<file path="src/rtl/lra_pkg.sv">
// Shared types for the legacy route arbiter.
// Assumes: a single outstanding routed cycle; all responses registered.
package lra_pkg;

    typedef enum logic [2:0] {
        ST_IDLE,
        ST_RETRY_PEND,
        ST_DS_WAIT,
        ST_PASS_ARMED,
        ST_ERROR
    } seq_state_t;

    typedef struct packed {
        logic retry;
        logic pass;
        logic done;
        logic serr;
    } resp_t;

endpackage

</file>
<file path="src/rtl/lra_retry_ctr.sv">
// Retry counter: counts retried attempts of the outstanding cycle and flags
// when the programmed limit has been reached.
// Assumes: clear wins over increment; the increment is never requested at the limit.
module lra_retry_ctr #(
    parameter int LIM_W = 3
) (
    input  logic             clk,
    input  logic             rst_n,
    input  logic             cnt_clr,
    input  logic             cnt_inc,
    input  logic [LIM_W-1:0] lim,
    output logic             at_limit
);

    logic [LIM_W-1:0] cnt;

    // Hold the number of retries granted to the current sequence.
    always_ff @(posedge clk) begin
        if (!rst_n)       cnt <= '0;
        else if (cnt_clr) cnt <= '0;
        else if (cnt_inc) cnt <= cnt + 1'b1;
    end

    // Limit reached: the next attempt must not be retried.
    always_comb at_limit = (cnt >= lim);


    cnt_bound_chk: assert property (@(posedge clk) disable iff (!rst_n)
        (cnt_inc && !cnt_clr) |-> (cnt < lim));

endmodule

</file>
<file path="src/rtl/lra_seq_fsm.sv">
// Sequencer for one routed cycle: first retry, downstream wait, fall-back
// arming, error exit. Produces the next-cycle response and counter controls.
// Assumes: downstream results only count after a claim; downstream events
// take precedence over an attempt in the same cycle.
module lra_seq_fsm
    import lra_pkg::*;
(
    input  logic  clk,
    input  logic  rst_n,
    input  logic  cyc_hit,
    input  logic  retry_att,
    input  logic  ds_claim,
    input  logic  ds_abort,
    input  logic  ds_done,
    input  logic  at_limit,
    output logic  cnt_clr,
    output logic  cnt_inc,
    output resp_t rsp_nxt,
    output logic  is_idle
);

    seq_state_t st, st_nxt, st_base;
    resp_t      rsp_base;
    logic       own_att;

    // State register.
    always_ff @(posedge clk) begin
        if (!rst_n) st <= ST_IDLE;
        else        st <= st_nxt;
    end

    // Per-state transitions driven by new hits and downstream results.
    always_comb begin
        st_base  = st;
        rsp_base = '0;
        cnt_clr  = 1'b0;
        own_att  = 1'b0;
        case (st)
            ST_IDLE: begin
                if (cyc_hit) begin
                    st_base        = ST_RETRY_PEND;
                    cnt_clr        = 1'b1;
                    rsp_base.retry = 1'b1;
                end
            end
            ST_RETRY_PEND: begin
                if (ds_claim) st_base = ST_DS_WAIT;
                own_att = retry_att;
            end
            ST_DS_WAIT: begin
                if (ds_done) begin
                    rsp_base.done = 1'b1;
                    st_base       = ST_IDLE;
                end else if (ds_abort) begin
                    st_base = ST_PASS_ARMED;
                end else begin
                    own_att = retry_att;
                end
            end
            ST_PASS_ARMED: begin
                if (retry_att) begin
                    rsp_base.pass = 1'b1;
                    st_base       = ST_IDLE;
                end
            end
            ST_ERROR: st_base = ST_IDLE;
            default:  st_base = ST_IDLE;
        endcase
    end

    // Resolve the initiator's attempt against the limit and add busy-hit retries.
    always_comb begin
        st_nxt  = st_base;
        rsp_nxt = rsp_base;
        cnt_inc = 1'b0;
        if (own_att) begin
            if (at_limit) begin
                rsp_nxt.serr = 1'b1;
                st_nxt       = ST_ERROR;
            end else begin
                rsp_nxt.retry = 1'b1;
                cnt_inc       = 1'b1;
            end
        end
        if (cyc_hit && (st != ST_IDLE)) rsp_nxt.retry = 1'b1;
    end

    // Idle flag for neighbours.
    always_comb is_idle = (st == ST_IDLE);


    done_idle_chk: assert property (@(posedge clk) disable iff (!rst_n)
        (st == ST_DS_WAIT && ds_done) |=> (st == ST_IDLE));


    pass_idle_chk: assert property (@(posedge clk) disable iff (!rst_n)
        (st == ST_PASS_ARMED && retry_att) |=> (st == ST_IDLE));


    early_result_chk: assert property (@(posedge clk) disable iff (!rst_n)
        (st == ST_RETRY_PEND && !ds_claim && !retry_att) |=> (st == ST_RETRY_PEND));


    err_exit_chk: assert property (@(posedge clk) disable iff (!rst_n)
        (st == ST_ERROR) |=> (st == ST_IDLE));

endmodule

</file>
<file path="src/rtl/lra_resp_reg.sv">
// Response stage: registers the sequencer's decision into output pulses.
// Assumes: the sequencer never requests two terminal responses at once.
module lra_resp_reg
    import lra_pkg::*;
(
    input  logic  clk,
    input  logic  rst_n,
    input  resp_t rsp_d,
    output logic  retry_o,
    output logic  pass_o,
    output logic  done_o,
    output logic  serr_o
);

    resp_t rsp_q;

    // Capture the response for one cycle.
    always_ff @(posedge clk) begin
        if (!rst_n) rsp_q <= '0;
        else        rsp_q <= rsp_d;
    end

    // Drive the output pins.
    always_comb begin
        retry_o = rsp_q.retry;
        pass_o  = rsp_q.pass;
        done_o  = rsp_q.done;
        serr_o  = rsp_q.serr;
    end


    term_excl_chk: assert property (@(posedge clk) disable iff (!rst_n)
        $onehot0({pass_o, done_o, serr_o}));


    serr_single_chk: assert property (@(posedge clk) disable iff (!rst_n)
        serr_o |=> !serr_o);

endmodule

</file>
<file path="src/rtl/legacy_route_arbiter.sv">
// Top of the legacy route arbiter: retries routed primary cycles until a
// downstream decode result arrives, falls back once after an abort, and
// raises a system error when the retry limit is passed.
// Assumes: cycle-hit and retry-attempt come from the primary target decoder.
module legacy_route_arbiter
    import lra_pkg::*;
#(
    parameter int LIM_W = 3
) (
    input  logic             clk,
    input  logic             rst_n,
    input  logic [LIM_W-1:0] cfg_retry_lim,
    input  logic             cyc_hit,
    input  logic             retry_att,
    input  logic             ds_claim,
    input  logic             ds_abort,
    input  logic             ds_done,
    output logic             retry_o,
    output logic             pass_o,
    output logic             done_o,
    output logic             serr_o
);

    logic  cnt_clr, cnt_inc, at_limit, fsm_idle;
    resp_t rsp_nxt;

    lra_retry_ctr #(.LIM_W(LIM_W)) u_ctr (
        .clk      (clk),
        .rst_n    (rst_n),
        .cnt_clr  (cnt_clr),
        .cnt_inc  (cnt_inc),
        .lim      (cfg_retry_lim),
        .at_limit (at_limit)
    );

    lra_seq_fsm u_fsm (
        .clk       (clk),
        .rst_n     (rst_n),
        .cyc_hit   (cyc_hit),
        .retry_att (retry_att),
        .ds_claim  (ds_claim),
        .ds_abort  (ds_abort),
        .ds_done   (ds_done),
        .at_limit  (at_limit),
        .cnt_clr   (cnt_clr),
        .cnt_inc   (cnt_inc),
        .rsp_nxt   (rsp_nxt),
        .is_idle   (fsm_idle)
    );

    lra_resp_reg u_rsp (
        .clk     (clk),
        .rst_n   (rst_n),
        .rsp_d   (rsp_nxt),
        .retry_o (retry_o),
        .pass_o  (pass_o),
        .done_o  (done_o),
        .serr_o  (serr_o)
    );


    idle_quiet_chk: assert property (@(posedge clk) disable iff (!rst_n)
        (fsm_idle && !cyc_hit) |=> (!retry_o && !pass_o && !done_o && !serr_o));

endmodule

</file>
<file path="config.mk">
export PLATFORM = sky130hd
export DESIGN_NAME = legacy_route_arbiter
export DESIGN_NICKNAME = d
export VERILOG_FILES = /design/src/rtl/lra_pkg.sv /design/src/rtl/lra_retry_ctr.sv /design/src/rtl/lra_seq_fsm.sv /design/src/rtl/lra_resp_reg.sv /design/src/rtl/legacy_route_arbiter.sv
export SDC_FILE = /design/constraint.sdc
export NUM_CORES = 1
export LEC_CHECK = 0
export ABC_CLOCK_PERIOD_IN_PS = 1850
export BUFFER_PORTS_ARGS = -buffer_cell sky130_fd_sc_hd__buf_4
export CORE_MARGIN = 2
export CORE_UTILIZATION = 35
export DETAILED_ROUTE_END_ITERATION = 16
export SLEW_MARGIN = 20
export SYNTH_ARGS = -nofsm -noshare
export SYNTH_HDL_FRONTEND = slang
export SYNTH_HIERARCHICAL = 1
export SYNTH_SLANG_ARGS = --single-unit
</file>
<file path="constraint.sdc">
create_clock -name clk -period 1.85 [get_ports clk]
set_clock_uncertainty 0.15 [all_clocks]
set_input_delay 0.185 -clock clk [delete_from_list [all_inputs] [get_ports clk]]
set_output_delay 0.185 -clock clk [all_outputs]
set_load 0.01 [all_outputs]
</file>
Word level (Yosys, flattened, before mapping)
Cells that the tools add are included.
Word-level totals
  register bits after elaboration: 10
  bits of input ports: 10
  logic and storage cells: 40
Cells by class
  add/sub/neg operators: 1
  magnitude comparators: 1
  equality and inequality tests: 3
  mux-type cells: 21
  bitwise logic cells: 1
  reduce and logical (&&, ||, !) cells: 7
Operator list (number)
  $mux W3: 7
  $mux W1: 12
  $pmux W3 S4: 1
  $eq A3 B2 Y1 const B: 2
  $reduce_and A2 Y1: 3
  $add A3 B1 Y3 const B: 1
  $eq A3 B1 Y1 const B: 1
  $ge A3 B3 Y1: 1
  $logic_not A3 Y1: 1
  $reduce_bool A3 Y1: 1
  $pmux W1 S2: 1
  $reduce_or A2 Y1: 1
  $logic_and A1 B1 Y1: 1
  $not A1 Y1: 1

Depth between registers and ports, before layout
  word-level depth: 5
  depth in mapped cells: 9
  mapped depth without buffers: 9

Modules after synthesis
Netlist, hierarchy kept.
By module, submodules not included
  lra_seq_fsm: instances 1, cells each 31, area each 261.5 sq um
  lra_retry_ctr: instances 1, cells each 23, area each 193.9 sq um
  lra_resp_reg: instances 1, cells each 8, area each 105.1 sq um

Least setup slack after synthesis
No wires, ideal clock.
  kind: register to register
  from: reg u_ctr.cnt[0]
  to: reg u_ctr.cnt[1]
  arrival time: 1.733 ns
  slack: -0.148 ns
  cell stages (with the launch flop): 8
  path buffers: 0
  cells stage by stage: dfxtp_1 inv_1 ha_1 o21ai_0 a21oi_1 nor4_1 mux2i_1 nor2_1
On the way
  word-level cells in the longest chain between the ends: 3
  elaborated cells between the ends (all ways): 4
Ends and longest elaborated chain
  from (decl): line lra_retry_ctr.sv:15  | logic [LIM_W-1:0] cnt;
  from (signal assigned): line lra_retry_ctr.sv:21  | else if (cnt_inc) cnt <= cnt + 1'b1;
  $ge A3 B3 Y1: line lra_retry_ctr.sv:25  | always_comb at_limit = (cnt >= lim);
  named net at_limit: line legacy_route_arbiter.sv:24  | logic cnt_clr, cnt_inc, at_limit, fsm_idle;
  $mux W1: line lra_seq_fsm.sv:77  | if (at_limit) begin
  $mux W1: line lra_seq_fsm.sv:76  | if (own_att) begin
  named net cnt_inc: line legacy_route_arbiter.sv:24
The timed path passes the listed nets, and every way through them passes these cells.
A chain may end at the register's enable or synchronous reset.

Worst setup path after layout
  from: reg u_ctr.cnt[0]
  to: reg u_fsm.st[0]
On the way
  word-level cells in the longest chain between the ends: 3
Ends and longest elaborated chain
  $ge A3 B3 Y1: line lra_retry_ctr.sv:25
  named net at_limit: line legacy_route_arbiter.sv:24
  $mux W3: line lra_seq_fsm.sv:77
  $mux W3: line lra_seq_fsm.sv:76
  to (signal assigned): line lra_seq_fsm.sv:29  | else st <= st_nxt;
  to (decl): line lra_seq_fsm.sv:22  | seq_state_t st, st_nxt, st_base;
The timed path passes the listed nets, and every way through them passes these cells.

==> metrics.md <==
| Metric | Value |
|---|---|
| Final WS setup | 0.0703 ns |
| Fill cells | 159 |
| Routed Antenna Nets | 0 |
| Largest family of logic cells by synthesized area | simple AND/OR/NAND/NOR gates |
| Mapped Cells | 62 |
| Synth Area in Simple Gates | 0.288 |
| CP endpoint kind | register |
| Multi-input gate area | 330 µm² |
| Worst r2r dst | u_fsm/st[0] |
| Syn nets | 76 |
| Switching pwr | 138 µW |
| Max_slew headroom | 0.712 |
| Synth top area cells | dfxtp_1 (36%), ha_1 (8.9%), and2_1 (5.6%), nor4b_2 (5.4%), inv_1 (4.7%) |
| CTS tree | built |
| Slew @ Worst Pin | 0.432 ns |
| Largest fanout on the critical path | 3 |
| Yosys Warn Count | 6 |
| Status | completed |
| DRC Markers | 0 |
| Arr. time, crit path | 1.81 ns |
| Clock Sinks | 10 |
| Commonest non-fill, non-tap cell in the layout | buf_4 |
| Area Growth Syn to Fin | 29.9% |
| Initial DRC count | 5 |
| Fmax | 562 MHz |
| Xor/xnor cell area share of the yosys netlist | 0.0313 |
| CTS clk-pin slew, worst paths | 0.06 ns |
| Antenna violations before repair | 0 |
| P_int | 355 µW |
| Die area | 0.00194 mm² |
| Gate power share | 0.225 |
| Worst r2r src | u_ctr/cnt[0] |
| Placed cell areas | 692 µm² |
| CORE AREA | 0.00151 mm² |
| Clock Latency Late Sink | 0.27 ns |
| Most frequent cells in the layout | buf_4 (17), dfxtp_1 (9), inv_1 (7) |
| Seq/Total Area, Yosys | 0.357 |
| Die Ht | 44.0 µm |
| Synth Area in Compound Gates | 0.129 |
| Cell Rows | 14 |
| Sequential share of power | 0.472 |
| Routed wire per std cell | 11.8 µm |
| Tmin final | 1.78 ns |
| Library cells used by synthesis | 24 |
| Final worst path period share | 0.962 |
| Clk pwr share | 0.303 |
| Routed WL | 1130 µm |
| Fin util | 0.483 |
| Post-synthesis average cell area | 9.04 µm² |
| GRT overflow | 0 |
| Via count | 485 |
| VDD IR-drop max | 0.262 mV |
| Layout cell share with drive strength beyond 1 | 0.363 |
| Antenna diodes | 0 |
| Net Sw Frac | 0.280 |
| Synthesized-area fraction occupied by adder cells | 0.0893 |
| Hold Path Class | input pin to register |
| CTS Root Cell | clkbuf_4 |
| I/O Buffers | 13 |
| R2R cell count | 7 |
| Total GRT Usage | 0.124 |
| Yosys top cell area share | 0.357 |
| Max Buffers Root-to-Sink | 2 |
| Dpl hpwl | 817 µm |
| Crit path from | u_ctr/cnt[0] |
| First-pass GRT wire length | 1730 µm |
| CTS buffer count | 3 |
| Final hold violation count | 0 |
| Fin area | 728 µm² |
| Final GP Congestion | 0.787 |
| Max-cap viol count | 0 |
| Via-to-Cell Ratio | 5.05 |
| Io pins | 14 |
| HP Start | rst_n |
| Final Slew Violations | 0 |
| Critical path capture point | u_fsm/st[0] |
| Pre-antenna DRT Iters | 4 |
| DP Worst Slack | 0.0224 ns |
| Register area | 201 µm² |
| H-tree level count | 1 |
| Leak | 0.000319 µW |
| CP Launch Type | register |
| Die Wd | 44.0 µm |
| Mapped Area | 561 µm² |
| Dominant cell type by area after synthesis | dfxtp_1 |
| Final net count | 96 |
| Pwr Total | 492 µW |
| Critical path class | register to register |
| R2R Setup Slk | 0.07 ns |
| Mux share of post-synthesis cell area | 0.0179 |
| Yosys reg bits | 10 |
| Starting density of the core | 0.372 |
| PD cells | 676 mW/mm² |
| Final setup fails | 0 |
| Vias in the first global route | 424 |
| Largest net degree at the start of global routing | 12 |
| WP data required | 1.88 ns |
critical path, cell delays in order (launching register included):
cell and delay (ns):
dfxtp_2 0.33, inv_1 0.04, ha_1 0.28, o21ai_2 0.14
a21oi_2 0.09, and4b_1 0.21, a311o_1 0.30, a211oi_2 0.17
routing by layer:
metal	part of all wire	wire length, µm	GRT usage
met1	0.48	545	0.159
met4	0.017	19	0.0727
met5	0	0	0
met3	0.040	45	0.0367
met2	0.46	522	0.182
cell families after synthesis:
family,Yosys count
AND/OR/NAND/NOR,25
AO/OA/AOI/OAI,11
flip-flops,10
buffers and inverters,9
adder cells (fa/ha/maj),4
XOR/XNOR,2
multiplexers,1
sequential cells by signal, indices dropped and copies added (netlist names):
signal / cells
u_rsp/done_o: 1
u_rsp/serr_o: 1
u_rsp/retry_o: 1
u_rsp/pass_o: 1
u_ctr/cnt: 3
u_fsm/st: 3
stage by stage:
step	instances	TNS, ns	hold WS (ns)
6_report	96	0	0.0354
5_1_grt	96	-0.0772	0.0374
4_1_cts	96	0	0.0361
3_5_place_dp	93	0	0.312
3_3_place_gp	93	0	0.310
2_1_floorplan	62	0	0.157
synthesized netlist by cell type:
master	n
dfxtp_1	10
inv_1	7
nor2_1	6
and2_1	5
a21oi_1	4
ha_1	4
nand2_1	3
nor3_1	3
a211oi_1	2
buf_6	2
nor4b_2	2
o21ai_0	2
a221oi_1	1
a311o_1	1
and4b_1	1
mux2i_1	1
nand2_2	1
nand2b_1	1
nand2b_4	1
nor4_1	1
nor4b_1	1
o41ai_1	1
xnor2_1	1
xor2_1	1
what timing repair did:
action | CTS | global route
endpoints found under the setup margin | 0 | 4
hold buffers | 0 | 0
resized for setup | 0 | 5
buffers inserted | 0 | 0
worst min-delay path by stage:
stage          slack, ns  depth (start not counted)            to
2_1_floorplan       0.16                          1  u_rsp/done_o
3_3_place_gp        0.31                          2  u_rsp/serr_o
3_5_place_dp        0.31                          2  u_rsp/done_o
4_1_cts             0.04                          2  u_rsp/done_o
5_1_grt             0.04                          2  u_rsp/pass_o
6_report            0.04                          2  u_rsp/done_o
power by group through the flow:
stage          registers, µW  clock network (µW)  logic, µW
2_1_floorplan            237                   0       61.7
3_3_place_gp             236                   0        101
3_5_place_dp             237                   0        102
4_1_cts                  232                 154        102
5_1_grt                  233                 167        122
6_report                 232                 149        111
cell type report:
class	instances	area share
Clock buffer	3	0.0309
Inverter	7	0.0361
Multi-Input combinational cell	43	0.454
Timing Repair Buffer	17	0.175
Tap cell	16	0.0275
Sequential cell	10	0.277
No activity file was read; power rests on OpenSTA's default activity.
